===== config.mk =====
export PLATFORM = sky130hd
export DESIGN_NAME = sdram_cmd_decode
export DESIGN_NICKNAME = d
export VERILOG_FILES = /design/src/rtl/sdram_cmd_decode.sv
export SDC_FILE = /design/constraint.sdc
export NUM_CORES = 1
export LEC_CHECK = 0
export BUFFER_PORTS_ARGS = -buffer_cell sky130_fd_sc_hd__buf_2
export CORE_MARGIN = 8
export CORE_UTILIZATION = 40
export CTS_CLUSTER_SIZE = 40
export DETAILED_ROUTE_END_ITERATION = 10
export PLACE_DENSITY = 0.69
export REMOVE_ABC_BUFFERS = 1
export SKIP_LAST_GASP = 1
export SLEW_MARGIN = 15
export SYNTH_ARGS = -nofsm -noshare
export SYNTH_HDL_FRONTEND = slang
export SYNTH_SLANG_ARGS = --single-unit

===== constraint.sdc =====
create_clock -name clk -period 1.36 [get_ports clk]
set_input_delay 0.272 -clock clk [delete_from_list [all_inputs] [get_ports clk]]
set_output_delay 0.272 -clock clk [all_outputs]
set_load 0.01 [all_outputs]

===== src/rtl/sdram_cmd_decode.sv =====
module sdram_cmd_decode #(
  parameter int ROW_W  = 11,
  parameter int COL_W  = 8,
  parameter int BANKS  = 4,
  parameter int AP_BIT = 8
) (
  input  logic                     clk,
  input  logic                     rst_n,
  input  logic                     cs_n,
  input  logic                     ras_n,
  input  logic                     cas_n,
  input  logic                     we_n,
  input  logic [1:0]               ba,
  input  logic [10:0]              addr,
  output logic                     cmd_desel,
  output logic                     cmd_nop,
  output logic                     cmd_act,
  output logic                     cmd_rd,
  output logic                     cmd_wr,
  output logic                     cmd_pre,
  output logic                     cmd_ref,
  output logic                     cmd_bst,
  output logic                     cmd_lmr,
  output logic                     err_closed,
  output logic [1:0]               bank_out,
  output logic [10:0]              addr_out,
  output logic [7:0]               col_out,
  output logic                     auto_pre,
  output logic                     pre_all,
  output logic                     mode_ext,
  output logic [3:0]               bank_open,
  output logic [43:0]              open_rows
);
  localparam int BA_W = $clog2(BANKS);

  logic [ROW_W-1:0] rows [BANKS];
  logic [2:0] code;
  assign code = {ras_n, cas_n, we_n};

  wire is_nop = !cs_n && code == 3'b111;
  wire is_act = !cs_n && code == 3'b011;
  wire is_rd  = !cs_n && code == 3'b101;
  wire is_wr  = !cs_n && code == 3'b100;
  wire is_pre = !cs_n && code == 3'b010;
  wire is_ref = !cs_n && code == 3'b001;
  wire is_bst = !cs_n && code == 3'b110;
  wire is_lmr = !cs_n && code == 3'b000;

  wire sel_open = bank_open[ba[BA_W-1:0]];
  wire access   = (is_rd || is_wr) && sel_open;
  wire ap       = addr[AP_BIT];

  always_ff @(posedge clk or negedge rst_n) begin
    if (!rst_n) begin
      cmd_desel  <= 1'b0;
      cmd_nop    <= 1'b0;
      cmd_act    <= 1'b0;
      cmd_rd     <= 1'b0;
      cmd_wr     <= 1'b0;
      cmd_pre    <= 1'b0;
      cmd_ref    <= 1'b0;
      cmd_bst    <= 1'b0;
      cmd_lmr    <= 1'b0;
      err_closed <= 1'b0;
      bank_out   <= '0;
      addr_out   <= '0;
      col_out    <= '0;
      auto_pre   <= 1'b0;
      pre_all    <= 1'b0;
      mode_ext   <= 1'b0;
    end else begin
      cmd_desel  <= cs_n;
      cmd_nop    <= is_nop;
      cmd_act    <= is_act;
      cmd_rd     <= is_rd && sel_open;
      cmd_wr     <= is_wr && sel_open;
      cmd_pre    <= is_pre;
      cmd_ref    <= is_ref;
      cmd_bst    <= is_bst;
      cmd_lmr    <= is_lmr;
      err_closed <= (is_rd || is_wr) && !sel_open;
      bank_out   <= ba;
      addr_out   <= addr;
      col_out    <= addr[COL_W-1:0];
      auto_pre   <= access && ap;
      pre_all    <= is_pre && ap;
      mode_ext   <= is_lmr && ba[0];
    end
  end

  for (genvar i = 0; i < BANKS; i++) begin : g_bank
    wire hit = ba[BA_W-1:0] == BA_W'(i);
    always_ff @(posedge clk or negedge rst_n) begin
      if (!rst_n) begin
        bank_open[i] <= 1'b0;
        rows[i]      <= '0;
      end else if (is_act && hit) begin
        bank_open[i] <= 1'b1;
        rows[i]      <= addr[ROW_W-1:0];
      end else if ((is_pre && (ap || hit)) || (access && ap && hit)) begin
        bank_open[i] <= 1'b0;
      end
    end
    assign open_rows[i*ROW_W +: ROW_W] = rows[i];
  end

  a_r4_one_strobe: assert property (@(posedge clk) disable iff (!rst_n)
    $onehot0({cmd_desel, cmd_nop, cmd_act, cmd_rd, cmd_wr, cmd_pre,
              cmd_ref, cmd_bst, cmd_lmr, err_closed}));

  a_r5_act_opens: assert property (@(posedge clk) disable iff (!rst_n)
    cmd_act |-> bank_open[bank_out] && rows[bank_out] == addr_out);

  a_r6_plain_access_open: assert property (@(posedge clk) disable iff (!rst_n)
    (cmd_rd || cmd_wr) && !auto_pre |-> bank_open[bank_out]);

  a_r7_ap_closes: assert property (@(posedge clk) disable iff (!rst_n)
    (cmd_rd || cmd_wr) && auto_pre |-> !bank_open[bank_out]);

  a_r9_all_closed: assert property (@(posedge clk) disable iff (!rst_n)
    cmd_pre && pre_all |-> bank_open == '0);

  a_r3_desel_stable: assert property (@(posedge clk) disable iff (!rst_n)
    cmd_desel |-> $stable(bank_open) && $stable(open_rows));

  a_r11_err_no_access: assert property (@(posedge clk) disable iff (!rst_n)
    err_closed |-> !cmd_rd && !cmd_wr && !auto_pre && $stable(bank_open));
endmodule


# Word level (Yosys, flattened, before mapping)
# Cells that the tools add are included.
# classes
n_lt_le_gt_ge	1
n_eq_ne	10
mux	10
n_reduce_logical	44
# ops
cell	n
1-bit logical AND	27
3-bit == test (second input constant)	4
1-bit logical OR	9
1-bit 2-to-1 mux	9
2-bit nonzero test	4
3-bit by 2-bit == test with 1-bit output (second input constant)	2
2-bit == test (second input constant)	2
3-bit by 1-bit == test with 1-bit output (second input constant)	1
3-bit zero test	1
2-bit by 3-bit less-than comparator with 1-bit output (second input constant)	1
1-bit binary-select mux with 2-bit select	1
2-bit by 1-bit == test with 1-bit output (second input constant)	1
1-bit zero test	2
2-bit zero test	1
# word_totals
reg_bits	82
in_bits	19
output_inout_bits	82
elab_cells	89

# Longest topological paths before layout
# depth
depth_word	9
depth_mapped	5

# Worst setup path after synthesis
# Ideal clock, no wire load.
# synth_path
path_type	input to register
startpoint	input cs_n
endpoint	register rows (netlist bit open_rows[34])
setup_ps	125
arrival_ps	1447
required_ps	1235
setup_slack_ps	-212
path_stages	5
n_path_buf	2
cell_sequence	buf_2 and4bb_4 and3_1 buf_6 mux2_2
# synth_between
elab_chain_cells	3
# synth_rtl
element	line_no	text
start, declared	9	input logic cs_n,
1-bit zero test	41	wire is_act = !cs_n && code == 3'b011;
1-bit logical AND	41	
named net is_act	41	
1-bit logical AND	97	end else if (is_act && hit) begin
end signal, assigned by index	99	rows[i] <= addr[ROW_W-1:0];
end, declared	36	logic [ROW_W-1:0] rows [BANKS];
# The timed path passes the listed nets, and every way through them passes these cells.
# A chain may end at the register's enable or synchronous reset.

# Worst setup path after layout
# layout_path
startpoint	register bank_open[2]
endpoint	register bank_open[0]
# layout_between
elab_chain_cells	7
# layout_rtl
element	line_no	text
start, declared	31	output logic [3:0] bank_open,
start signal, assigned by index	95	bank_open[i] <= 1'b0;
start signal, assigned by index	98	bank_open[i] <= 1'b1;
start signal, assigned by index	101	bank_open[i] <= 1'b0;
1-bit binary-select mux with 2-bit select	49	wire sel_open = bank_open[ba[BA_W-1:0]];
1-bit 2-to-1 mux (implied by the code)	49	
1-bit logical AND	50	wire access = (is_rd || is_wr) && sel_open;
1-bit logical AND (2 in series)	100	end else if ((is_pre && (ap || hit)) || (access && ap && hit)) begin
1-bit logical OR	100	
2-bit nonzero test (no line)	-	
# No other way between the ends. The select of a mux whose other input is x is not followed.

==> qor.csv <==
metric;value;unit
holdCritPathClass;in2reg;
critical-path-top-delay-family;multiplexers;
ys_async_sr_fraction;100;%
clock-root-buffer;clkbuf_8;
grt-ovfl-total;0;
clk_pin_slew;0.07;ns
grt_pass1_vias;2020;
die_h;98.8;um
antenna_found_initial;0;
coreArea;0.00672;mm2
clkLatencyLatePin;0.34;ns
setup_ws;-0.0650;ns
drive_gt1_share;57.0;%
avgViaCountPerCell;4.81;
fp.dieW;98.8;um
tightest_slew;0.406;ns
gp_congestion;0.792;
first_pass_iters;5;
netlist.area_leader.share;67.5;%
nets;314;
synth_compound_area_share;2.83;%
synth_cell_types;32;
placed_area;0.00343;mm2
wirelength;6390;um
ys.flop_type;dfrtp_1;
muxShareOfSynthArea;18.9;%
hold_viol_final;0;
cap_violations;0;
hold_path_depth;1;
cp_num_cells;3;
cts_htree_levels;3;
max_freq;702;MHz
synth_top_family_by_area;multiplexers;
portBuffers;100;
critical_path.cell_chain;mux4_2, a211o_2, o211ai_1;
avgRoutedWirePerCell;16.9;um
place_ws;-0.240;ns
synth_seq_area_share;67.5;%
r2r_cells;3;
die_area;0.00976;mm2
yosys.area.top_type;dfrtp_1;
synth-xor-area-share;0;%
ys_warn_count;0;
cp_slowest_stage_delay;0.55;ns
synth_edf_count;0;
crit_arrival;1.69;ns
clock_sinks;74;
cts_tree;built;
netlist_instances;172;
ir_drop;0.558;mV
cts_buffers;9;
status;finished with violations;
synth_fa_ha_area_share;0;%
powerDensity;1370;mW/mm2
grt_pass1_wl;10500;um
io_pins;101;
cp_slowest_cell;mux4_2;
drcViolationCount;0;
clk_path_buf_depth;2;
rows;30;
crit_fanout;6;
yosysMostFrequentCell;dfrtp_1;
slew_violations;0;
syn_area_per_cell;15.9;um2
max_slew_margin;73.0;%
stdcell_area;0.00362;mm2
start_kind;flop;
end_kind;flop;
dr.first_iter.drc_count;30;
finalCriticalPeriod;1.43;ns
clock-skew-final;0.00154;ns
synth-simple-area-share;5.98;%
violations;setup timing;
ant_nets;0;
yosys-top-cells-count;74 x dfrtp_1, 22 x mux2_1, 22 x mux2_2, 9 x buf_4, 6 x inv_1;
synth_area;0.00274;mm2
crit_type;reg2reg;
cellLeakagePower;1.95;nW
cp.buffers_inverters;0;
grtUsageTotal;13.9;%
finalCritPeriodShare;105;%
synth-seq-cells;74;
worstPathRequired;1.62;ns
dp_hpwl;4670;um
grt_start_max_net_pins;75;
rsz0062_at_grt;yes;
area_delta_synth_final;32.2;%
synth_area_leaders;dfrtp_1 68%, mux2_1 9.0%, mux2_2 9.0%, buf_4 2.5%, a211o_2 1.1%;
setup_viol;4;
diodes;0;
num_vias;1818;
start_util;40.8;%
## kinds of logic after synthesis
group / Yosys count
AND/OR/NAND/NOR: 24
buffers and inverters: 20
AO/OA/AOI/OAI: 9
flip-flops: 74
multiplexers: 45
## path summary, 6_finish.rpt
path,from,slack [ns],end
min reg2reg,open_rows[14],0.49,open_rows[14]
min,addr[1],0.08,col_out[1]
max,bank_open[2],-0.07,bank_open[0]
max reg2reg,bank_open[2],-0.07,bank_open[0]
max in group asynchronous,rst_n,0.54,open_rows[27]
min in group asynchronous,rst_n,0.47,addr_out[6]
## per-layer routing
layer | GRT usage (%) | wire (um) | vias up
met3 | 6.13 | 601 | 10
met2 | 21.0 | 2980 | 68
met5 | 0 | 0 | -
met1 | 16.0 | 2700 | 898
met4 | 7.91 | 104 | 0
li1 | - | - | 842
## sequential cells by signal, indices dropped and copies added (netlist names), 2 cells and up
name       count
open_rows     44
col_out        6
addr_out       5
bank_open      4
bank_out       2
## what timing repair did
| item | in CTS | in global routing |
|---|---|---|
| pin swaps | 1 | 0 |
| hold buffers | 1 | 0 |
| endpoints found under the hold margin | 74 | 0 |
| endpoints found under the setup margin | 3 | 7 |
| resized for setup | 1 | 3 |
| buffers inserted | 2 | 0 |
| cloned | 0 | 0 |
## worst register-to-register path: stages, from the launching register on
cell	delay, ns
dfrtp_1	0.39
mux4_2	0.55
a211o_2	0.32
o211ai_1	0.09
## placed cells by master, fill, tap and decap left out, drive strengths merged, types with 2 or more instances in the layout
cell type	synthesis	routed
buf	13	124
nor2	4	4
clkbuf	0	11
a211o	3	3
dfrtp	74	74
mux2	44	44
nand2	2	2
clkinv	1	3
inv	6	6
nand3b	2	2
nand3	3	3
nor3	4	4
and4bb	2	2
## per-stage QoR
step           hold WS [ns]  instances  utilization [%]  setup TNS [ns]  power (W)
2_1_floorplan       -0.0236        159                -           -1.75    0.00306
3_3_place_gp          0.315        362             51.1           -5.34    0.00356
3_5_place_dp          0.323        362             51.1           -6.28    0.00359
4_1_cts              0.0630        379             53.9          -0.229    0.00505
5_1_grt              0.0701        378             53.9          -0.518    0.00523
6_report             0.0825        378             53.9          -0.161    0.00496
## report_power, final
part / internal, W / switching (W) / total [W]
combinational: 0.000442 / 0.000466 / 0.000908
sequential: 0.00249 / 0.000131 / 0.00262
clock: 0.000686 / 0.000750 / 0.00144
## final cells by class
cell class                      instances  area [um2]
Timing Repair Buffer                  125         718
Tap cell                               80         100
Inverter                                7        31.3
Clock buffer                           11         141
Clock inverter                          3        17.5
Fill cell                             579        3090
Multi-Input combinational cell         78         764
Sequential cell                        74        1850
(Power assumes the default switching activity.)
